## config.mk

```make
export PLATFORM = sky130hd
export DESIGN_NAME = bfins_unit
export DESIGN_NICKNAME = d
export VERILOG_FILES = /design/src/rtl/bfins_pkg.sv /design/src/rtl/bfins_geom.sv /design/src/rtl/bfins_mask.sv /design/src/rtl/bfins_bitrev.sv /design/src/rtl/bfins_merge.sv /design/src/rtl/bfins_unit.sv
export SDC_FILE = /design/constraint.sdc
export NUM_CORES = 1
export LEC_CHECK = 0
export CORE_MARGIN = 4
export CORE_UTILIZATION = 40
export DETAILED_ROUTE_END_ITERATION = 8
export PLACE_DENSITY = 0.79
export SLEW_MARGIN = 20
export SYNTH_ARGS = -nofsm -noshare
export SYNTH_HDL_FRONTEND = slang
export SYNTH_SLANG_ARGS = --single-unit
export TNS_END_PERCENT = 20
```

## constraint.sdc

```tcl
create_clock -name clk -period 5.61 [get_ports clk]
set_input_delay 0.8415 -clock clk [delete_from_list [all_inputs] [get_ports clk]]
set_output_delay 0.8415 -clock clk [all_outputs]
set_load 0.01 [all_outputs]
```

## src/rtl/bfins_pkg.sv

```systemverilog
package bfins_pkg;

  typedef enum logic {
    OP_BITREV = 1'b0,
    OP_INSERT = 1'b1
  } bf_op_e;

  // Control-register field layout (the pipeline decodes these positions).
  localparam int unsigned LEN_LSB  = 7;
  localparam int unsigned NPOS_W   = 5;
  localparam int unsigned WPOS_W   = 7;
  localparam int unsigned NLEN_W   = 5;
  localparam int unsigned WLEN_W   = 6;
  localparam int unsigned FIELD_HI = LEN_LSB + WLEN_W;   // first unused ctrl bit
  localparam int unsigned GEOM_W   = 32;                 // width of geometry arithmetic
  localparam int unsigned REV_W    = 16;

  typedef logic [GEOM_W-1:0] geom_word_t;

  typedef struct packed {
    geom_word_t lo;
    geom_word_t hi;
    logic       bad;
  } geom_t;

  // Top bit of the field; unsigned wrap when len is zero is intended.
  function automatic geom_word_t field_top(geom_word_t lo, geom_word_t len);
    return lo + len - geom_word_t'(1);
  endfunction

  // True when a field cannot be placed inside a word of the given width.
  function automatic logic geom_invalid(geom_word_t lo, geom_word_t hi, geom_word_t width);
    return (lo > hi) || (hi > width);
  endfunction

  // Field membership of one bit position.
  function automatic logic in_field(geom_word_t bitpos, geom_t g);
    return !g.bad && (bitpos >= g.lo) && (bitpos <= g.hi);
  endfunction

endpackage

```

## src/rtl/bfins_geom.sv

```systemverilog
module bfins_geom
  import bfins_pkg::*;
#(
  parameter int unsigned CTRL_W   = 32,
  parameter int unsigned NARROW_W = 32,
  parameter int unsigned WIDE_W   = 64
) (
  input  logic [CTRL_W-1:0] ctrl,
  input  logic              wide,
  output geom_t             geom
);

  localparam geom_word_t NARROW_LIM = geom_word_t'(NARROW_W);
  localparam geom_word_t WIDE_LIM   = geom_word_t'(WIDE_W);

  geom_word_t lo_n, lo_w, len_n, len_w;
  geom_word_t lo_sel, len_sel, lim_sel, hi_sel;

  assign lo_n  = geom_word_t'(ctrl[NPOS_W-1:0]);
  assign lo_w  = geom_word_t'(ctrl[WPOS_W-1:0]);
  assign len_n = geom_word_t'(ctrl[LEN_LSB +: NLEN_W]);
  assign len_w = geom_word_t'(ctrl[LEN_LSB +: WLEN_W]);

  // Control bits outside the two fields are deliberately ignored.
  logic unused_ctrl_bits;
  assign unused_ctrl_bits = ^ctrl[CTRL_W-1:FIELD_HI];

  always_comb begin
    lo_sel  = wide ? lo_w  : lo_n;
    len_sel = wide ? len_w : len_n;
    lim_sel = wide ? WIDE_LIM : NARROW_LIM;
    hi_sel  = field_top(lo_sel, len_sel);
    geom.lo  = lo_sel;
    geom.hi  = hi_sel;
    geom.bad = geom_invalid(lo_sel, hi_sel, lim_sel);
  end

endmodule

```

## src/rtl/bfins_mask.sv

```systemverilog
module bfins_mask
  import bfins_pkg::*;
#(
  parameter int unsigned XLEN = 64
) (
  input  geom_t            geom,
  output logic [XLEN-1:0]  mask
);

  // Bits above XLEN never exist here, so out-of-range mask bits drop away.
  for (genvar i = 0; i < XLEN; i++) begin : g_bit
    assign mask[i] = in_field(geom_word_t'(i), geom);
  end

endmodule

```

## src/rtl/bfins_bitrev.sv

```systemverilog
module bfins_bitrev
  import bfins_pkg::*;
#(
  parameter int unsigned XLEN = 64
) (
  input  logic [REV_W-1:0] din,
  output logic [XLEN-1:0]  dout
);

  for (genvar i = 0; i < REV_W; i++) begin : g_swap
    assign dout[i] = din[REV_W-1-i];
  end
  assign dout[XLEN-1:REV_W] = '0;

endmodule

```

## src/rtl/bfins_merge.sv

```systemverilog
module bfins_merge #(
  parameter int unsigned XLEN     = 64,
  parameter int unsigned NARROW_W = 32
) (
  input  logic [XLEN-1:0] ins_src,
  input  logic [XLEN-1:0] keep_src,
  input  logic [XLEN-1:0] mask,
  input  logic            wide,
  input  logic            bad,
  output logic [XLEN-1:0] dout
);

  localparam int unsigned EXT_W = XLEN - NARROW_W;

  logic [XLEN-1:0] merged;
  logic [XLEN-1:0] narrow_ext;

  assign merged     = (ins_src & mask) | (keep_src & ~mask);
  assign narrow_ext = {{EXT_W{merged[NARROW_W-1]}}, merged[NARROW_W-1:0]};

  always_comb begin
    if (bad)       dout = keep_src;
    else if (wide) dout = merged;
    else           dout = narrow_ext;
  end

endmodule

```

## src/rtl/bfins_unit.sv

```systemverilog
module bfins_unit
  import bfins_pkg::*;
#(
  parameter int unsigned XLEN     = 64,
  parameter int unsigned NARROW_W = 32,
  parameter int unsigned CTRL_W   = 32
) (
  input  logic            clk,
  input  logic            rst,
  input  logic            in_valid,
  input  logic            op_sel,
  input  logic            wide_mode,
  input  logic [CTRL_W-1:0] ctrl_word,
  input  logic [XLEN-1:0] src_ins,
  input  logic [XLEN-1:0] src_keep,
  output logic            out_valid,
  output logic [XLEN-1:0] result
);

  bf_op_e          op;
  geom_t           geom;
  logic            geom_bad;
  logic [XLEN-1:0] field_mask;
  logic [XLEN-1:0] rev_value;
  logic [XLEN-1:0] ins_value;
  logic [XLEN-1:0] next_result;

  assign op       = bf_op_e'(op_sel);
  assign geom_bad = geom.bad;

  bfins_geom #(
    .CTRL_W  (CTRL_W),
    .NARROW_W(NARROW_W),
    .WIDE_W  (XLEN)
  ) u_geom (
    .ctrl(ctrl_word),
    .wide(wide_mode),
    .geom(geom)
  );

  bfins_mask #(.XLEN(XLEN)) u_mask (
    .geom(geom),
    .mask(field_mask)
  );

  bfins_bitrev #(.XLEN(XLEN)) u_rev (
    .din (src_keep[REV_W-1:0]),
    .dout(rev_value)
  );

  bfins_merge #(
    .XLEN    (XLEN),
    .NARROW_W(NARROW_W)
  ) u_merge (
    .ins_src (src_ins),
    .keep_src(src_keep),
    .mask    (field_mask),
    .wide    (wide_mode),
    .bad     (geom_bad),
    .dout    (ins_value)
  );

  assign next_result = (op == OP_INSERT) ? ins_value : rev_value;

  always_ff @(posedge clk) begin
    if (rst) begin
      out_valid <= 1'b0;
      result    <= '0;
    end else begin
      out_valid <= in_valid;
      if (in_valid) result <= next_result;
    end
  end

endmodule

```

# After elaboration in Yosys (flattened, before gate mapping)
# Index checks and enable logic that the tools add are counted.
# totals
reg_bits	65
output_inout_bits	65
# classes
add_sub_neg	2
magnitude_cmp	130
muxes	6
n_bitwise	4
reduce_logical	130
# op_table
operator	count
less-or-equal comparator 6 x 32 -> 1 bit, first input constant	32
less-or-equal comparator 5 x 32 -> 1 bit, first input constant	16
less-or-equal comparator 4 x 32 -> 1 bit, first input constant	8
>= comparator 6 x 7 -> 1 bit, first input constant	32
2-to-1 mux 64 bit	3
AND 64 bit	2
less-or-equal comparator 3 x 32 -> 1 bit, first input constant	4
logical AND 1 bit	128
>= comparator 5 x 7 -> 1 bit, first input constant	16
greater-than comparator 32 bit	2
less-or-equal comparator 1 x 32 -> 1 bit, first input constant	2
less-or-equal comparator 2 x 32 -> 1 bit, first input constant	2
NOT 64 bit	1
OR 64 bit	1
>= comparator 4 x 7 -> 1 bit, first input constant	8
adder 32 bit	1
subtractor 32 x 1 -> 32 bit, second input constant	1
>= comparator 3 x 7 -> 1 bit, first input constant	4
>= comparator 1 x 7 -> 1 bit, first input constant	2
>= comparator 2 x 7 -> 1 bit, first input constant	2
2-to-1 mux 7 bit	2
2-to-1 mux 6 bit	1
zero test 1 bit	1
logical OR 1 bit	1

# Logic depth before layout (Yosys ltp)
# Gate-level depths: netlist of the first run.
# depth
word_depth	14
depth_mapped	24
ltp_nobuf	19

# Cells and area by module
# A second synthesis of the first run with hierarchy kept.
# unflattened
hier_cells	961
hier_area_um2	7601.0
# by_module_without_submodules
mod	n_inst	cells_per_inst	area_per_inst_um2	seq_area_each_um2
bfins_unit	1	286	2857.7	1301.2
bfins_merge	1	211	1599.0	0.0
bfins_mask	1	249	1574.0	0.0
bfins_geom	1	150	1086.0	0.0
bfins_bitrev	1	65	484.2	0.0

# Worst setup path before layout of the first run
# Ideal clock, no wire load.
# synth_path
path_type	input -> register
startpoint	input wide_mode
endpoint	register result[55]
setup_ps	122
arrival_time_ps	5032
setup_slack_ps	455
path_stages	22
n_path_buf	7
cell_sequence	clkbuf_1 -> clkbuf_1 -> clkbuf_1 -> nand2_1 -> ha_1 -> inv_1 -> ha_1 -> buf_2 -> xnor2_2 -> inv_1 -> buf_2 -> ha_1 -> a21o_1 -> a21oi_1 -> nand3_1 -> a2bb2oi_2 -> and2_1 -> buf_2 -> buf_2 -> o211ai_1 -> a211oi_1 -> o21ai_1
# synth_between
elab_chain_len	14
word_cells_on_any_way	24
# synth_lines
item	line	rtl
start, declared	bfins_unit.sv:12	input logic wide_mode,
2-to-1 mux 7 bit or 2-to-1 mux 6 bit (tied branches)	bfins_geom.sv:29, bfins_geom.sv:30	
adder 32 bit	bfins_pkg.sv:28	return lo + len - geom_word_t'(1);
subtractor 32 x 1 -> 32 bit	bfins_pkg.sv:28	
greater-than comparator 32 bit	bfins_pkg.sv:33	return (lo > hi) || (hi > width);
logical OR 1 bit	bfins_pkg.sv:33	
zero test 1 bit	bfins_pkg.sv:38	return !g.bad && (bitpos >= g.lo) && (bitpos <= g.hi);
logical AND 1 bit (2 in series)	bfins_pkg.sv:38	
NOT 64 bit	bfins_merge.sv:18	assign merged = (ins_src & mask) | (keep_src & ~mask);
AND 64 bit	bfins_merge.sv:18	
OR 64 bit	bfins_merge.sv:18	
2-to-1 mux 64 bit	bfins_merge.sv:23	else if (wide) dout = merged;
2-to-1 mux 64 bit *	bfins_merge.sv:22	if (bad) dout = keep_src;
2-to-1 mux 64 bit *	bfins_unit.sv:63	assign next_result = (op == OP_INSERT) ? ins_value : rev_value;
end signal, assigned	bfins_unit.sv:71	if (in_valid) result <= next_result;
end, declared	bfins_unit.sv:17	output logic [XLEN-1:0] result
# Mark *: on every way between the ends. The rest lies on a longest branch, timed or not.
# A chain may end at the register's enable or synchronous reset.

# Worst setup path in the final report of the first run
# layout_path
startpoint	input ctrl_word[1]
endpoint	register result[60]
# layout_between
elab_chain_len	14
word_cells_on_any_way	22
# layout_lines
item	line	rtl
start, declared	bfins_unit.sv:13	input logic [CTRL_W-1:0] ctrl_word,
2-to-1 mux 7 bit *	bfins_geom.sv:29	lo_sel = wide ? lo_w : lo_n;
adder 32 bit	bfins_pkg.sv:28	
subtractor 32 x 1 -> 32 bit	bfins_pkg.sv:28	
greater-than comparator 32 bit	bfins_pkg.sv:33	
logical OR 1 bit	bfins_pkg.sv:33	
zero test 1 bit	bfins_pkg.sv:38	
logical AND 1 bit (2 in series)	bfins_pkg.sv:38	
NOT 64 bit	bfins_merge.sv:18	
AND 64 bit	bfins_merge.sv:18	
OR 64 bit	bfins_merge.sv:18	
2-to-1 mux 64 bit	bfins_merge.sv:23	
2-to-1 mux 64 bit *	bfins_merge.sv:22	
2-to-1 mux 64 bit *	bfins_unit.sv:63	
# Marks and branches as above.

==> results.py, run 1 <==
metrics = {
    "run_status": {
        "status": "complete, no violations",
    },
    "hold_path": {
        "min_path_type": "reg2reg",
    },
    "layout": {
        "num_antenna_cells": 0,
        "num-nets-final": 1182,
        "layout.cells.most_common_list": "clkdlybuf4s50_1, nand2_1, dfxtp_1",
        "layout_commonest_cell": "clkdlybuf4s50_1",
        "syn_to_final_growth_pct": 47.7,
        "layout-drive-gt1-share_pct": 8.12,
        "fillers": 1332,
        "instances_no_fill": 1178,
        "final_util_pct": 60.9,
    },
    "sta": {
        "layout_min_cycle_time_ns": 5.28,
        "fmax_mhz": 189,
        "setup-violations-final": 0,
        "slew_headroom_pct": 26.5,
        "tightestPinTransition_ns": 1.10,
        "hold_violations": 0,
        "grt_setup_unrepaired": "no",
        "period_share_pct": 94.2,
        "slew_violations": 0,
        "whs_ns": 0.451,
        "tns_ns": 0,
        "skew_ns": 0,
    },
    "place": {
        "gp_congestion": 1.03,
        "place_hpwl_um": 19100,
        "placed_cells": 1162,
        "io_buffers": 210,
    },
    "floorplanning": {
        "num_rows": 43,
        "die_w_um": 128,
        "dieHeight_um": 128,
        "start_util_pct": 41.2,
        "die_area_mm2": 0.0164,
        "io_pins": 230,
        "core_area_mm2": 0.0140,
    },
    "global_routing": {
        "gr-usage-all-layers_pct": 29.2,
        "antenna_found_initial": 1,
        "grt_pass1_wl_um": 37800,
        "grt_pass1_vias": 6717,
        "grt_overflow": 0,
        "grt_max_degree": 43,
    },
    "power_and_ir_drop": {
        "vdd_ir_drop_max_mv": 0.145,
        "p_leak_uw": 0.00318,
        "pwr-share-comb_pct": 45.6,
        "powerDensity_mw_per_mm2": 245,
        "p_switching_uw": 811,
        "pwr-share-clk_pct": 30.1,
        "switching_share_pct": 39.0,
        "p_int_uw": 1270,
        "sequentialPowerShare_pct": 24.3,
    },
    "detailed_routing": {
        "ant_nets": 0,
        "drcViolationCount": 0,
        "drt_iter0_drc": 641,
        "vias_per_cell": 6.05,
        "dr_total_vias": 7130,
        "drtPass1Iterations": 5,
        "post_drt_wl_per_cell_um": 21.2,
        "routed_wl_um": 24900,
    },
    "logic_synthesis": {
        "synth.distinct_cells": 76,
        "synth-edff-count": 0,
        "netlist_top_cells_area": "dfxtp_1, mux2i_1, nand2_1",
        "synth-seq-area-share_pct": 22.6,
        "ys_warn_count": 0,
        "synthArstFlopShare_pct": 0,
        "ys_ff_latch": 65,
        "synth_fp_nets": 977,
        "synth_flop_cell": "dfxtp_1",
        "synth_cells": 788,
        "synth.top_cell.area_share_pct": 22.6,
        "syn_area_per_cell_um2": 7.32,
        "syn_area_mm2": 0.00576,
        "yosysTopAreaCell": "dfxtp_1",
    },
    "cts": {
        "cts_buffers": 9,
        "clkLatencyLatePin_ns": 0.35,
        "cts.path.max_buffers": 2,
        "cts.root.buffer_cell": "clkbuf_16",
        "cts_num_sinks": 65,
        "hold_buffers": 0,
        "ctsResizeCount": 0,
        "htreeDepth": 3,
        "cts.reportedPaths.clkPinSlew_ns": 0.06,
        "cts_tree": "done",
        "cts_setup_buffers": 0,
    },
    "worst_setup_path": {
        "worst-path-max-fanout": 8,
        "end_kind": "flop",
        "worstPathCellList": "clkdlybuf4s50_1 -> inv_1 -> ha_1 -> inv_1 -> ha_1 -> inv_1 -> fa_1 -> nor2b_1 -> o311a_1 -> o21ai_0 -> nor2b_1 -> ha_1 -> nor4b_1 -> nand3_1 -> a2111oi_1 -> buf_4 -> nor3_1 -> a211oi_1 -> buf_4 -> mux2i_1 -> o31ai_1",
        "crit_slowest_cell": "a2111oi_1",
        "crit_family": "adder cells",
        "criticalPathCategory": "in2reg",
        "cp.arrival_ns": 5.50,
        "critPathLaunchType": "input pin",
        "slowest_delay_ns": 0.52,
        "cp_data_required_time_ns": 5.83,
        "cp_num_buf_inv": 6,
    },
    "run": {
        "cap_violations": 0,
    },
}
[flip-flops by register name, indices dropped and copies added, names as in the netlist]
register / cells
result: 64
out_valid: 1
[path summary, 6_finish.rpt]
| kind | endpoint | from | slack [ns] | cells past startpoint |
|---|---|---|---|---|
| setup reg to reg | result[4]$_SDFFE_PP0P_ | result[4]$_SDFFE_PP0P_ | 4.78 | 3 |
| setup / recovery | result[60]$_SDFFE_PP0P_ | ctrl_word[1] | 0.33 | 21 |
| hold reg to reg | result[21]$_SDFFE_PP0P_ | result[21]$_SDFFE_PP0P_ | 0.45 | 2 |
| hold / removal | result[21]$_SDFFE_PP0P_ | result[21]$_SDFFE_PP0P_ | 0.45 | 2 |
[power groups by stage]
stage	registers [µW]	logic, µW	clock network, µW
after global placement	514	921	0
after detailed placement	515	919	0
final	505	950	627
after floorplan	528	511	0
after global routing	508	1010	656
after CTS	505	924	635
[logic make-up after synthesis]
group	count (synthesis)	share of synthesized area [%]
DFF	65	22.6
muxes	47	8.18
and+or+nand+nor	270	23.5
xor gates and xnor gates	4	0.738
adders and majority gates	24	5.34
buffers and inverters	103	7.25
AOI/OAI and AO/OA	275	32.4
[synthesized netlist by cell type (3+ instances only)]
cell / n
o21a_1: 3
nor3_1: 20
a311oi_1: 5
a2111oi_0: 6
o211ai_1: 6
o31ai_1: 17
nand2b_1: 17
nor2_1: 64
o21ai_1: 14
a211o_1: 5
o21ai_0: 54
clkbuf_1: 43
a31oi_1: 28
a21oi_1: 45
mux2i_1: 46
or3_1: 8
nor4_1: 3
nand4_1: 8
o2111a_1: 3
nand3_1: 13
o32ai_1: 3
a21o_1: 3
nand2_1: 80
o22ai_1: 3
dfxtp_1: 65
a221oi_1: 6
inv_1: 42
o2111ai_1: 5
a22oi_1: 14
nor2b_1: 17
a211oi_1: 26
o2bb2ai_1: 4
and2_1: 4
ha_1: 23
o31a_1: 3
or2_2: 3
buf_2: 13
nor3b_1: 18
[layer usage]
layer  GRT usage (%)  up-vias  part of all wire (%)
met2            44.5      432                    44
met1            37.8     3263                    41
li1                -     3350                     -
met5               0        -                 0.052
met4            12.2        2                   3.7
met3            10.0       83                    11
[layout make-up]
cell class | count | area [µm²] | share of cell area (%)
clock inverters | 7 | 103 | 1.21
well taps | 180 | 225 | 2.65
multi-input cells | 620 | 4050 | 47.6
inverters | 43 | 161 | 1.90
repair buffers | 254 | 2440 | 28.7
flip-flops and latches | 65 | 1300 | 15.3
clock buffers | 9 | 225 | 2.65
[worst register-to-register path, stage by stage (launching register included)]
cell and delay, ns:
dfxtp_1 0.31, nor3b_1 0.13, a31oi_1 0.16, o21ai_0 0.11
[metrics by stage]
step	power [µW]	area (µm²)	worst slack (ns)
2_1_floorplan	1040	5760	0.455
3_3_place_gp	1430	8190	0.0657
3_5_place_dp	1430	8190	0.0764
4_1_cts	2060	8510	0.403
5_1_grt	2180	8510	0.000790
6_report	2080	8510	0.327
No activity file was read; power rests on OpenSTA's default activity.
==> inputs of run 2 (changes only) <==
--- a/config.mk
+++ b/config.mk
@@ -8,9 +8,10 @@
 export CORE_MARGIN = 4
 export CORE_UTILIZATION = 40
 export DETAILED_ROUTE_END_ITERATION = 8
-export PLACE_DENSITY = 0.79
+export PLACE_DENSITY = 0.74
 export SLEW_MARGIN = 20
 export SYNTH_ARGS = -nofsm -noshare
 export SYNTH_HDL_FRONTEND = slang
+export SYNTH_HIERARCHICAL = 1
 export SYNTH_SLANG_ARGS = --single-unit
 export TNS_END_PERCENT = 20
==> results.py, run 2 <==
metrics = {
    "run_status": {
        "status": "complete, no violations",
    },
    "floorplanning": {
        "io_pins": 230,
        "num_rows": 50,
        "die_w_um": 146,
        "core_area_mm2": 0.0187,
        "start_util_pct": 40.6,
        "die_area_mm2": 0.0213,
        "dieHeight_um": 146,
    },
    "worst_setup_path": {
        "cp.arrival_ns": 5.70,
        "critPathLaunchType": "input pin",
        "criticalPathCategory": "in2reg",
        "cp_data_required_time_ns": 5.86,
        "worst-path-max-fanout": 16,
        "end_kind": "flop",
        "rr_worst_depth": 2,
    },
    "detailed_routing": {
        "drt_iter0_drc": 485,
        "routed_wl_um": 24000,
        "highest_layer": "met4",
        "ant_nets": 0,
        "wl_met1_um": 10100,
        "drtPass1Iterations": 5,
        "wl_met3_um": 1360,
        "dr_total_vias": 7365,
        "dr_wl_met2_um": 11800,
        "vias_per_cell": 5.33,
        "drcViolationCount": 0,
        "post_drt_wl_per_cell_um": 17.3,
    },
    "logic_synthesis": {
        "syn_area_mm2": 0.00760,
        "synth.distinct_cells": 67,
        "synthAdderAreaFrac_pct": 3.46,
        "netlist_top_cells_area": "dfxtp_1, buf_4, mux2i_1",
        "synthTopCellsByCount": "buf_4, nor2_1, a211oi_1",
        "synthSimpleGateAreaFrac_pct": 18.6,
        "synth-seq-area-share_pct": 17.1,
        "yosysMostFrequentCell": "buf_4",
        "muxShareOfSynthArea_pct": 13.4,
        "synth-edff-count": 0,
        "synth_flop_cell": "dfxtp_1",
        "synthArstFlopShare_pct": 0,
        "synth_compound_area_share_pct": 26.0,
        "synth_top_family_by_area": "compound AO/OA/AOI/OAI gates",
        "synth_cells": 961,
        "ys_warn_count": 6,
        "yosysTopAreaCell": "dfxtp_1",
        "ys_ff_latch": 65,
        "synth-xor-area-share_pct": 0.675,
        "syn_area_per_cell_um2": 7.91,
        "synth.top_cell.area_share_pct": 17.1,
    },
    "cts": {
        "cts_num_sinks": 65,
        "hold_buffers": 0,
        "cts_tree": "done",
        "cts.reportedPaths.clkPinSlew_ns": 0.06,
        "cts.root.buffer_cell": "clkbuf_16",
        "cts_buffers": 9,
        "cts.path.max_buffers": 2,
        "clkLatencyLatePin_ns": 0.34,
        "htreeDepth": 3,
    },
    "layout": {
        "largest_register_ffs": 64,
        "fillers": 1700,
        "top_regs": "result x64, out_valid x1",
        "num-nets-final": 1327,
        "top_register": "result",
        "layout_commonest_cell": "clkdlybuf4s50_1",
        "final_util_pct": 54.5,
        "syn_to_final_growth_pct": 34.2,
        "num_antenna_cells": 0,
        "layout.cells.most_common_list": "clkdlybuf4s50_1, nor2_1, buf_4",
        "layout-drive-gt1-share_pct": 20.6,
    },
    "power_and_ir_drop": {
        "p_leak_uw": 0.00417,
        "p_total_uw": 1980,
        "powerDensity_mw_per_mm2": 194,
        "vdd_ir_drop_max_mv": 0.136,
    },
    "sta": {
        "tightestPinTransition_ns": 0.791,
        "skew_ns": 0,
        "slew_violations": 0,
        "fmax_mhz": 183,
        "whs_ns": 0.483,
        "worst_slack_ns": 0.156,
        "period_share_pct": 97.2,
        "layout_min_cycle_time_ns": 5.45,
        "setup-violations-final": 0,
        "slew_headroom_pct": 47.3,
        "hold_violations": 0,
    },
    "hold_path": {
        "min_path_type": "reg2reg",
        "hold_depth": 2,
    },
    "global_routing": {
        "grt_pass1_vias": 6878,
        "grt_max_degree": 98,
        "grt_overflow": 0,
        "gr-usage-all-layers_pct": 20.8,
        "antenna_found_initial": 0,
        "grt_pass1_wl_um": 36400,
    },
    "run": {
        "cap_violations": 0,
    },
    "place": {
        "gp_congestion": 0.975,
        "place_hpwl_um": 17100,
        "place_ws_ns": -0.500,
        "io_buffers": 210,
    },
}
==> run 2: logic make-up (layout without fill, tap and decap cells) <==
kind of cell | after synthesis | in the layout
muxes | 98 | 98
buffers and inverters | 257 | 373
xor gates and xnor gates | 5 | 5
other | 2 | 73
adders and majority gates | 20 | 20
and+or+nand+nor | 272 | 272
AOI/OAI and AO/OA | 242 | 242
DFF | 65 | 65
==> run 2: report_power, final <==
part,internal (µW),switching [µW]
Sequential,500,19.1
Clock,311,224
Combinational,423,500
==> run 2: layout make-up <==
class                   instances  area (µm²)  area share [%]
repair buffers                291        2780            27.3
inverters                      66         250            2.45
clock buffers                  10         239            2.34
flip-flops and latches         65        1300            12.8
multi-input cells             710        5290            51.9
clock inverters                 6        42.5           0.417
well taps                     234         293            2.87
==> run 2: path summary, 6_finish.rpt <==
kind	from	endpoint	slack [ns]
worst max-delay path	ctrl_word[11]	result[53]$_SDFFE_PP0P_	0.16
worst min-delay path	result[31]$_SDFFE_PP0P_	result[31]$_SDFFE_PP0P_	0.48
worst max register to register	result[52]$_SDFFE_PP0P_	result[52]$_SDFFE_PP0P_	4.86
worst min register to register	result[31]$_SDFFE_PP0P_	result[31]$_SDFFE_PP0P_	0.48
==> run 2: critical path: stages <==
cell	delay, ns
clkdlybuf4s50_1	0.47
inv_2	0.05
ha_4	0.25
inv_2	0.04
ha_4	0.22
inv_4	0.06
a21oi_4	0.04
or4b_4	0.55
nand3_4	0.11
ha_4	0.14
nand4_1	0.09
nor2_1	0.13
o21ai_2	0.08
o32ai_2	0.29
a21oi_1	0.08
a2111o_2	0.46
buf_4	0.16
inv_1	0.08
buf_4	0.13
nand4_2	0.10
buf_12	0.18
a221oi_1	0.27
buf_4	0.18
o22ai_1	0.07
a221oi_1	0.26
mux2i_1	0.11
a211oi_1	0.26
==> run 2: through the flow <==
stage | setup TNS [ns] | std cells | instance area (µm²)
after detailed placement | -18.95 | 1361 | 9540
after floorplan | 0 | 1032 | 7870
after global routing | -0.648 | 1382 | 10200
after global placement | -13.08 | 1361 | 9540
after CTS | -0.101 | 1377 | 9860
final | 0 | 1382 | 10200
==> run 2: metal layers <==
| metal | up-vias | track usage (%) |
|---|---|---|
| met5 | - | 0 |
| met4 | 0 | 7.55 |
| met1 | 3418 | 26.8 |
| li1 | 3658 | - |
| met2 | 241 | 35.0 |
| met3 | 48 | 3.61 |
==> run 2: repair_timing <==
item | in CTS | in global routing
pin swaps | 0 | 20
cloned | 0 | 2
resized for setup | 7 | 65
buffers inserted | 0 | 3
setup endpoints to repair | 11 | 64
==> inputs of run 3 (changes only) <==
--- a/config.mk
+++ b/config.mk
@@ -6,9 +6,9 @@
 export NUM_CORES = 1
 export LEC_CHECK = 0
 export CORE_MARGIN = 4
-export CORE_UTILIZATION = 40
+export CORE_UTILIZATION = 35
 export DETAILED_ROUTE_END_ITERATION = 8
-export PLACE_DENSITY = 0.74
+export PLACE_DENSITY = 0.67
 export SLEW_MARGIN = 20
 export SYNTH_ARGS = -nofsm -noshare
 export SYNTH_HDL_FRONTEND = slang
==> results.py, run 3 (same netlist as run 2, synthesis figures left out) <==
metrics = {
    "detailed_routing": {
        "routed_wl_um": 24200,
        "vias_per_cell": 5.13,
        "dr_total_vias": 7335,
        "ant_nets": 0,
        "drtPass1Iterations": 5,
        "drt_iter0_drc": 557,
        "post_drt_wl_per_cell_um": 16.9,
        "drcViolationCount": 0,
    },
    "sta": {
        "worst_slack_ns": 0.165,
        "tightestPinTransition_ns": 0.820,
        "hold_violations": 0,
        "whs_ns": 0.481,
        "slew_headroom_pct": 45.3,
        "setup-violations-final": 0,
        "slew_violations": 0,
        "period_share_pct": 97.1,
        "tns_ns": 0,
        "grt_setup_unrepaired": "yes",
        "fmax_mhz": 184,
        "layout_min_cycle_time_ns": 5.45,
        "skew_ns": 0,
    },
    "cts": {
        "htreeDepth": 3,
        "cts_tree": "done",
        "cts_buffers": 9,
        "cts.root.buffer_cell": "clkbuf_16",
        "cts.reportedPaths.clkPinSlew_ns": 0.06,
        "clkLatencyLatePin_ns": 0.33,
        "cts_num_sinks": 65,
        "cts.path.max_buffers": 2,
    },
    "hold_path": {
        "hold_depth": 2,
        "hold_path_end": "result[34]$_SDFFE_PP0P_",
        "hp-start": "result[34]$_SDFFE_PP0P_",
        "min_path_type": "reg2reg",
    },
    "global_routing": {
        "antenna_found_initial": 0,
        "grt-busiest-layer": "met2",
        "gr-usage-all-layers_pct": 18.7,
        "grt_overflow": 0,
        "grt_use_met1_pct": 24.8,
        "grt_pass1_wl_um": 36300,
        "grt_max_degree": 98,
        "grt_pass1_vias": 6545,
        "grt_use_met3_pct": 3.03,
        "grt_use_met2_pct": 31.3,
    },
    "layout": {
        "num_antenna_cells": 0,
        "fillers": 2048,
        "syn_to_final_growth_pct": 35.4,
        "top_register": "result",
        "largest_register_ffs": 64,
        "top_regs": "result x64, out_valid x1",
        "final_util_pct": 48.5,
        "layout.cells.most_common_list": "clkdlybuf4s50_1, nor2_1, buf_4",
        "instances_no_fill": 1430,
        "layout_commonest_cell": "clkdlybuf4s50_1",
        "num-nets-final": 1334,
        "layout-drive-gt1-share_pct": 19.8,
    },
    "worst_setup_path": {
        "criticalPathCategory": "in2reg",
        "slowest_delay_ns": 0.51,
        "end_kind": "flop",
        "rrSetupSlack_ns": 4.87,
        "rr_worst_depth": 2,
        "crit_slowest_cell": "or4b_4",
        "worstPathCellList": "clkdlybuf4s50_1 -> inv_2 -> ha_4 -> inv_2 -> ha_4 -> a21oi_4 -> a21oi_4 -> or4b_4 -> nand3_4 -> ha_4 -> nand4_1 -> nor2_1 -> o21ai_1 -> o32ai_1 -> a21oi_1 -> a2111o_2 -> nor4_4 -> nand2_2 -> buf_4 -> a221oi_2 -> nor2b_1 -> mux2_2 -> mux2i_1 -> a211oi_1",
        "r2r_end": "result[18]$_SDFFE_PP0P_",
        "cp_data_required_time_ns": 5.79,
        "r2r-start": "result[18]$_SDFFE_PP0P_",
        "cp_common_cell": "ha_4",
        "worst-path-max-fanout": 16,
        "cp.arrival_ns": 5.62,
        "critPathLaunchType": "input pin",
    },
    "floorplanning": {
        "die_w_um": 155,
        "die_area_mm2": 0.0241,
        "start_util_pct": 35.8,
        "io_pins": 230,
        "num_rows": 53,
        "dieHeight_um": 155,
        "core_area_mm2": 0.0212,
    },
    "power_and_ir_drop": {
        "vdd_ir_drop_max_mv": 0.157,
        "powerDensity_mw_per_mm2": 199,
        "p_leak_uw": 0.00421,
    },
    "run": {
        "cap_violations": 0,
    },
    "place": {
        "place_ws_ns": -0.443,
        "gp_congestion": 0.961,
        "io_buffers": 210,
        "placed_cells": 1408,
        "place_hpwl_um": 17600,
    },
    "run_status": {
        "status": "complete, no violations",
    },
}
==> run 3: cell types whose count changed in the layout (fill, tap and decap cells not counted), sizes merged <==
cell	before	now
buf	84	91
clkdlybuf4s50	198	201
dlymetal6s2s	8	5
bufinv	0	2
clkbuf	11	13
clkinv	3	1
clkinvlp	2	1
inv	67	66
==> run 3: how the worst max path moves through the flow <==
| stage | startpoint | to | slack (ns) | cells past startpoint |
|---|---|---|---|---|
| detailed placement | ctrl_word[3] | result[7]$_SDFFE_PP0P_ | -0.44 | 24 |
| CTS | ctrl_word[3] | result[41]$_SDFFE_PP0P_ | 0.003 | 26 |
| global route | ctrl_word[0] | result[7]$_SDFFE_PP0P_ | -0.09 | 22 |
| finish | ctrl_word[9] | result[18]$_SDFFE_PP0P_ | 0.16 | 24 |
| global placement | ctrl_word[3] | result[7]$_SDFFE_PP0P_ | -0.33 | 24 |
| floorplan | ctrl_word[1] | result[33]$_SDFFE_PP0P_ | 0.08 | 24 |
==> run 3: power breakdown <==
| part | leakage [µW] | switching [µW] | internal [µW] |
|---|---|---|---|
| registers | 0.000541 | 18.4 | 500 |
| logic | 0.00352 | 489 | 420 |
| clock network | 0.000153 | 223 | 403 |
==> run 3: area by class of cell <==
| cell class | instances | area [µm²] | share of cell area, % |
|---|---|---|---|
| Clock buffer | 12 | 246 | 2.39 |
| Clock inverter | 4 | 76.3 | 0.741 |
| Inverter | 66 | 248 | 2.41 |
| Multi-Input combinational cell | 710 | 5220 | 50.7 |
| Sequential cell | 65 | 1300 | 12.6 |
| Tap cell | 275 | 344 | 3.34 |
| Timing Repair Buffer | 298 | 2860 | 27.8 |
==> run 3: critical path: cells and delay by family <==
family | cells | cell delay, ns
buffers and inverters | 4 | 0.77
AOI/OAI and AO/OA | 8 | 1.49
adders and majority gates | 3 | 0.54
muxes | 2 | 0.53
and+or+nand+nor | 7 | 1.43
==> run 3: metal layers <==
metal  wire [µm]  up-vias  share of wire [%]
li1            -     3662                  -
met1       10200     3390                 42
met2       12100      248                 50
met3        1460       35                6.0
met5           0        -                  0
met4         514        0                2.1
==> run 3: metrics by stage <==
step	power, µW	cell area (µm²)
final	2050	10300
after floorplan	1130	7870
after global routing	2180	10300
after global placement	1370	9670
after CTS	2030	10000
after detailed placement	1380	9670
==> run 3: what timing repair did <==
action / in CTS / in global routing
gates cloned: 0 / 1
buffers inserted: 0 / 6
pin swaps: 1 / 7
gates resized for setup: 6 / 44
endpoints found under the setup margin: 9 / 63
hold buffers: 0 / 0
